File: src/rtl/rx_admit_pkg.sv
package rx_admit_pkg;

    typedef enum logic [1:0] {
        ST_IDLE    = 2'd0,
        ST_STORE   = 2'd1,
        ST_DISCARD = 2'd2
    } rx_state_e;

    typedef struct packed {
        logic valid;
        logic admit;
    } rx_decision_t;

    typedef struct packed {
        logic frame_done;
        logic frame_drop;
    } rx_event_t;

endpackage

File: src/rtl/rx_admit_ctrl.sv
module rx_admit_ctrl
    import rx_admit_pkg::*;
#(
    parameter int DEPTH = 8,
    localparam int CNT_W = $clog2(DEPTH + 1)
) (
    input  logic             clk,
    input  logic             rst,
    input  logic             sof_i,
    input  logic             eof_i,
    input  logic [CNT_W-1:0] cnt_i,
    output rx_decision_t     dec_o,
    output rx_event_t        ev_o
);

    localparam logic [CNT_W:0] FULL = (CNT_W + 1)'(DEPTH);

    rx_state_e    state_q, state_d;
    rx_decision_t dec_q;
    logic [CNT_W:0] occ;
    logic         done, drop;

    // A frame finishing at this edge already occupies a slot.
    always_comb begin
        done = eof_i && (state_q == ST_STORE);
        occ  = {1'b0, cnt_i} + (CNT_W + 1)'(done);
        drop = sof_i && (occ >= FULL);
    end

    always_comb begin
        state_d = state_q;
        if (sof_i)
            state_d = drop ? ST_DISCARD : ST_STORE;
        else if (eof_i)
            state_d = ST_IDLE;
    end

    always_ff @(posedge clk) begin
        if (rst) begin
            state_q <= ST_IDLE;
            dec_q   <= '0;
        end else begin
            state_q     <= state_d;
            dec_q.valid <= sof_i;
            dec_q.admit <= sof_i && !drop;
        end
    end

    assign dec_o         = dec_q;
    assign ev_o.frame_done = done;
    assign ev_o.frame_drop = drop;

    AST_ADMIT_WITH_ROOM: assert property (@(posedge clk) disable iff (rst)
        (sof_i && occ < FULL) |=> (dec_q.valid && dec_q.admit));
    AST_DROP_WHEN_FULL: assert property (@(posedge clk) disable iff (rst)
        (sof_i && occ >= FULL) |=> (dec_q.valid && !dec_q.admit));
    AST_DISCARD_NOT_COUNTED: assert property (@(posedge clk) disable iff (rst)
        (state_q == ST_DISCARD && eof_i) |-> !ev_o.frame_done);

endmodule

File: src/rtl/rx_frame_counter.sv
module rx_frame_counter #(
    parameter int DEPTH = 8,
    localparam int CNT_W = $clog2(DEPTH + 1)
) (
    input  logic             clk,
    input  logic             rst,
    input  logic             done_i,
    input  logic             drain_i,
    output logic [CNT_W-1:0] cnt_o
);

    localparam logic [CNT_W-1:0] TOP = CNT_W'(DEPTH);

    logic [CNT_W-1:0] cnt_q;
    logic             inc, dec;

    always_comb begin
        inc = done_i && (cnt_q != TOP);
        dec = drain_i && (cnt_q != '0);
    end

    always_ff @(posedge clk) begin
        if (rst)
            cnt_q <= '0;
        else if (inc && !dec)
            cnt_q <= cnt_q + 1'b1;
        else if (dec && !inc)
            cnt_q <= cnt_q - 1'b1;
    end

    assign cnt_o = cnt_q;

    AST_CNT_IN_RANGE: assert property (@(posedge clk) disable iff (rst)
        cnt_q <= TOP);
    AST_EMPTY_DRAIN: assert property (@(posedge clk) disable iff (rst)
        (cnt_q == '0 && drain_i && !done_i) |=> (cnt_q == '0));
    AST_END_AND_DRAIN: assert property (@(posedge clk) disable iff (rst)
        (done_i && drain_i && cnt_q != '0) |=> $stable(cnt_q));

endmodule

File: src/rtl/rx_overflow_status.sv
module rx_overflow_status #(
    parameter int MISS_W = 16
) (
    input  logic              clk,
    input  logic              rst,
    input  logic              drop_i,
    input  logic              ovf_clr_i,
    input  logic              miss_clr_i,
    input  logic              irq_en_i,
    output logic              flag_o,
    output logic              irq_o,
    output logic [MISS_W-1:0] miss_o
);

    localparam logic [MISS_W-1:0] MISS_MAX = '1;

    logic              flag_q;
    logic [MISS_W-1:0] miss_q, miss_base;

    always_comb miss_base = miss_clr_i ? '0 : miss_q;

    always_ff @(posedge clk) begin
        if (rst) begin
            flag_q <= 1'b0;
            miss_q <= '0;
        end else begin
            // A new overflow wins over a clear in the same cycle.
            flag_q <= drop_i || (flag_q && !ovf_clr_i);
            miss_q <= (drop_i && miss_base != MISS_MAX) ? miss_base + 1'b1 : miss_base;
        end
    end

    assign flag_o = flag_q;
    assign miss_o = miss_q;
    assign irq_o  = flag_q && irq_en_i;

    AST_FLAG_STICKY: assert property (@(posedge clk) disable iff (rst)
        (flag_q && !ovf_clr_i) |=> flag_q);
    AST_DROP_SETS_FLAG: assert property (@(posedge clk) disable iff (rst)
        drop_i |=> flag_q);
    AST_MISS_SATURATES: assert property (@(posedge clk) disable iff (rst)
        (miss_q == MISS_MAX && !miss_clr_i) |=> (miss_q == MISS_MAX));
    AST_MISS_CLEARED: assert property (@(posedge clk) disable iff (rst)
        (miss_clr_i && !drop_i) |=> (miss_q == '0));

endmodule

File: src/rtl/rx_frame_admit.sv
module rx_frame_admit
    import rx_admit_pkg::*;
#(
    parameter int DEPTH  = 8,
    parameter int MISS_W = 16,
    localparam int CNT_W = $clog2(DEPTH + 1)
) (
    input  logic              clk,
    input  logic              rst,
    input  logic              sof_i,
    input  logic              eof_i,
    input  logic              drain_i,
    input  logic              ovf_clr_i,
    input  logic              miss_clr_i,
    input  logic              irq_en_i,
    output logic              dec_valid_o,
    output logic              dec_admit_o,
    output logic [CNT_W-1:0]  frame_cnt_o,
    output logic              ovf_flag_o,
    output logic              irq_o,
    output logic [MISS_W-1:0] miss_cnt_o
);

    rx_decision_t     dec;
    rx_event_t        ev;
    logic [CNT_W-1:0] cnt;

    rx_admit_ctrl #(.DEPTH(DEPTH)) u_ctrl (
        .clk   (clk),
        .rst   (rst),
        .sof_i (sof_i),
        .eof_i (eof_i),
        .cnt_i (cnt),
        .dec_o (dec),
        .ev_o  (ev)
    );

    rx_frame_counter #(.DEPTH(DEPTH)) u_cnt (
        .clk     (clk),
        .rst     (rst),
        .done_i  (ev.frame_done),
        .drain_i (drain_i),
        .cnt_o   (cnt)
    );

    rx_overflow_status #(.MISS_W(MISS_W)) u_stat (
        .clk        (clk),
        .rst        (rst),
        .drop_i     (ev.frame_drop),
        .ovf_clr_i  (ovf_clr_i),
        .miss_clr_i (miss_clr_i),
        .irq_en_i   (irq_en_i),
        .flag_o     (ovf_flag_o),
        .irq_o      (irq_o),
        .miss_o     (miss_cnt_o)
    );

    assign dec_valid_o = dec.valid;
    assign dec_admit_o = dec.admit;
    assign frame_cnt_o = cnt;

    AST_HELD_ON_DROP: assert property (@(posedge clk) disable iff (rst)
        (ev.frame_drop && !drain_i) |=> (frame_cnt_o == CNT_W'(DEPTH)));

endmodule

File: config.mk
export PLATFORM = sky130hd
export DESIGN_NAME = rx_frame_admit
export DESIGN_NICKNAME = d
export VERILOG_FILES = /design/src/rtl/rx_admit_pkg.sv /design/src/rtl/rx_admit_ctrl.sv /design/src/rtl/rx_frame_counter.sv /design/src/rtl/rx_overflow_status.sv /design/src/rtl/rx_frame_admit.sv
export SDC_FILE = /design/constraint.sdc
export NUM_CORES = 1
export LEC_CHECK = 0
export ABC_AREA = 1
export BUFFER_PORTS_ARGS = -buffer_cell sky130_fd_sc_hd__buf_2
export CORE_AREA = 2 2 57 59
export CTS_BUF_LIST = sky130_fd_sc_hd__clkbuf_16
export DETAILED_ROUTE_END_ITERATION = 12
export DIE_AREA = 0 0 59 61
export PLACE_DENSITY = 0.92
export SETUP_SLACK_MARGIN = 0.05
export SKIP_LAST_GASP = 1
export SLEW_MARGIN = 20
export SYNTH_ARGS = -nofsm -noshare
export SYNTH_HDL_FRONTEND = slang
export SYNTH_SLANG_ARGS = --single-unit
File: constraint.sdc
create_clock -name clk -period 3.3 [get_ports clk]
set_input_delay 0.495 -clock clk [delete_from_list [all_inputs] [get_ports clk]]
set_output_delay 0.495 -clock clk [all_outputs]
set_load 0.03 [all_outputs]
==> run summary <==
outcome: finished, final reports clean
PwrDens: 485 nW/um^2
maximum vdd drop: 0.318 mV
arrival time worst endpoint: 2.44 ns
number of flip-flops and latches in the synthesized netlist: 25
wirelength, routed: 3730 microns
max_slew headroom: 72.6%
via total after detailed routing: 1674
clk_lat worst skew: 0.26 ns
syn_area_per_cell: 6.32 sq um
Critical path buffers and inverters: 1
most common cell after layout, fill and taps aside: sky130_fd_sc_hd__nand2_1
CTS tree: built
via/cell ratio: 5.13
cell count after synthesis: 264
number of buffers inserted during clock tree synthesis: 3
Worst setup EP type: flip-flop
shortest clock period the worst path allows after layout: 2.25 ns
Sinks on Clock Net: 25
worst reg2reg path endpoint: u_cnt.cnt_o[3]
total iterations of the first detailed-routing run: 4
core region area: 2950 sq um
Worst EP required: 3.49 ns
Die H: 61 microns
Initial Utilization: 56.5%
Detailed Place HPWL: 2820 microns
post-synth cell types: 23
maximum achievable frequency: 444 MHz
count of yosys warnings during synthesis: 0
number of slew-limit violations in the final report: 0
setup repair after global routing missed its margin: no
highest-count cells in the layout ignoring fill and taps: 76 x sky130_fd_sc_hd__nand2_1, 41 x sky130_fd_sc_hd__inv_1, 41 x sky130_fd_sc_hd__nor2_1
Fill cells: 279
post-route clock period utilization: 68.3%
GRT overflow: 0
buffer type at the clock tree root: sky130_fd_sc_hd__clkbuf_16
number of buffer cells added on primary ports: 31
pin count of the biggest net entering global routing: 22
average routed wire per standard cell: 11.4 microns
kind of start point of the critical path: input port
global-route wire length before repair: 6070 microns
number of max-cap violations: 0
# rows: 20
most repeated library cell on the critical path: sky130_fd_sc_hd__nand2_1
buffers inserted during post-CTS setup optimization: 0
worst min-delay path class: reg -> reg
cell area after technology mapping: 1670 sq um
vias in the first global route: 1558
endpoints failing setup: 0
total routing resource utilization after global routing: 21.9%
critical path cell sequence: buf_2 > nor2_1 > ha_1 > nand2_1 > nor2_1 > nand2_1 > o21ai_4 > nand2_1 > a21oi_1
H-tree level count: 1
Post-route DRC: 0
Worst path top cell family by delay: simple AND/OR/NAND/NOR gates
Resized Gates After CTS: 0
antenna cell count: 0
CP Depth: 9
DRC violation total after the first TritonRoute iteration: 58
Final Core Density: 64.1%
worst setup path category: in -> reg
depth of the worst hold-timing path: 2
deepest clock path buffer count: 2
delay of the slowest cell on the worst path: 0.37 ns
number of buffers added to fix hold violations after cts: 0
layout-stage area growth over the synthesis result: 13.3%
maximum net fanout on the critical path: 16
r2r setup slk: 1.15 ns
fraction of final layout cells with drive strength greater than 1: 15.4%
number of nets in the final layout: 309
antenna violations before repair: 0
launch point of the worst hold path: u_stat.flag_o
DRT antenna net count: 0
clock transition at the registers of the reported paths: 0.06 ns
Setup TNS: 0 ns
final clock skew: 0.00319 ns
sequential element share of the synthesized area: 30.0%
overall die area: 3600 sq um
I/O pin cnt: 32
Worst Hold Path EP: u_stat.flag_o
net count after synthesis: 279
leakage power of the design: 0.855 nW
start of the worst register-to-register path: u_ctrl.state_q[0]
highest-delay cell along the critical path: sky130_fd_sc_hd__o21ai_4
Hold Fails Final Rpt: 0
Die X-Extent: 59 microns
routability congestion estimate: 0.902
Tightest Pin Transition: 0.411 ns
cell depth of the worst flop-to-flop path: 14
==> cells in the mapped netlist <==
library cell | n | area [sq um]
sky130_fd_sc_hd__a31oi_1 | 1 | 6.26
sky130_fd_sc_hd__o21ai_4 | 1 | 16.3
sky130_fd_sc_hd__nand2_2 | 1 | 6.26
sky130_fd_sc_hd__xnor2_1 | 1 | 8.76
sky130_fd_sc_hd__inv_1 | 40 | 150
sky130_fd_sc_hd__nor3_1 | 3 | 15.0
sky130_fd_sc_hd__ha_1 | 6 | 75.1
sky130_fd_sc_hd__nand4_1 | 7 | 43.8
sky130_fd_sc_hd__nor2_4 | 3 | 33.8
sky130_fd_sc_hd__a21oi_1 | 19 | 95.1
sky130_fd_sc_hd__o21ai_0 | 6 | 30.0
sky130_fd_sc_hd__clkbuf_1 | 2 | 7.51
sky130_fd_sc_hd__inv_4 | 1 | 6.26
sky130_fd_sc_hd__buf_6 | 4 | 45.0
sky130_fd_sc_hd__a21oi_2 | 1 | 8.76
sky130_fd_sc_hd__nor2_2 | 4 | 25.0
sky130_fd_sc_hd__nand3_1 | 12 | 60.1
sky130_fd_sc_hd__xor2_1 | 8 | 70.1
sky130_fd_sc_hd__and2_1 | 1 | 6.26
sky130_fd_sc_hd__nor2_1 | 41 | 154
sky130_fd_sc_hd__fa_1 | 1 | 20.0
sky130_fd_sc_hd__nand2_1 | 76 | 285
sky130_fd_sc_hd__dfxtp_1 | 25 | 500
==> how the worst max path moves through the flow <==
stage	from	end
3_5_place_dp	miss_clr_i	u_stat.miss_o[9]
6_report	miss_clr_i	u_stat.miss_o[8]
2_1_floorplan	miss_clr_i	u_stat.miss_o[11]
5_1_grt	miss_clr_i	u_stat.miss_o[15]
3_3_place_gp	miss_clr_i	u_stat.miss_o[11]
4_1_cts	miss_clr_i	u_stat.miss_o[8]
==> state kept, by name, summed over array words and instances (netlist names) <==
register        flops
u_stat.miss_o      16
u_cnt.cnt_o         4
u_ctrl.dec_o        2
u_ctrl.state_q      2
u_stat.flag_o       1
==> layout make-up <==
type | instances | area (sq um) | area share, %
clock buffers | 3 | 75.1 | 3.97
clock inverters | 1 | 3.75 | 0.198
inverters | 41 | 156 | 8.27
multi-input cells | 192 | 960 | 50.7
flip-flops and latches | 25 | 500 | 26.5
well taps | 33 | 41.3 | 2.18
repair buffers | 31 | 155 | 8.20
==> worst min-delay path, stage by stage, from the launching register on <==
cell and delay, ns:
sky130_fd_sc_hd__dfxtp_1 0.31, sky130_fd_sc_hd__nand2_1 0.06, sky130_fd_sc_hd__a21oi_1 0.05
==> kinds of logic after synthesis <==
kind of cell               Yosys count  synth area share (%)
and+or+nand+nor                    148                  37.7
buffers and inverters               47                  12.5
AOI/OAI and AO/OA                   28                  9.37
DFF                                 25                  30.0
xor gates and xnor gates             9                  4.72
adders and majority gates            7                  5.70
==> power breakdown <==
part / internal (mW) / leakage (nW) / total, mW / switching, mW
logic: 0.0925 / 0.609 / 0.285 / 0.193
clock network: 0.162 / 0.0423 / 0.263 / 0.101
registers: 0.334 / 0.203 / 0.369 / 0.0353
==> layer usage <==
metal / wire (microns) / track usage, % / up-vias
met1: 1560 / 24.6 / 736
met3: 224 / 2.99 / 6
met4: 56 / 10.4 / 0
met2: 1880 / 40.8 / 59
li1: - / - / 873
met5: 0 / 0 / -
==> per-stage QoR <==
stage	area [sq um]	power [mW]	hold WS, ns	instances	setup WS (ns)
floorplan	1670	0.599	0.462	264	1.06
global placement	1810	0.649	0.471	322	0.954
detailed placement	1810	0.663	0.467	322	0.861
CTS	1890	0.923	0.477	326	1.07
global route	1890	0.977	0.491	326	0.848
finish	1890	0.918	0.474	326	1.05
(Power assumes the default switching activity.)
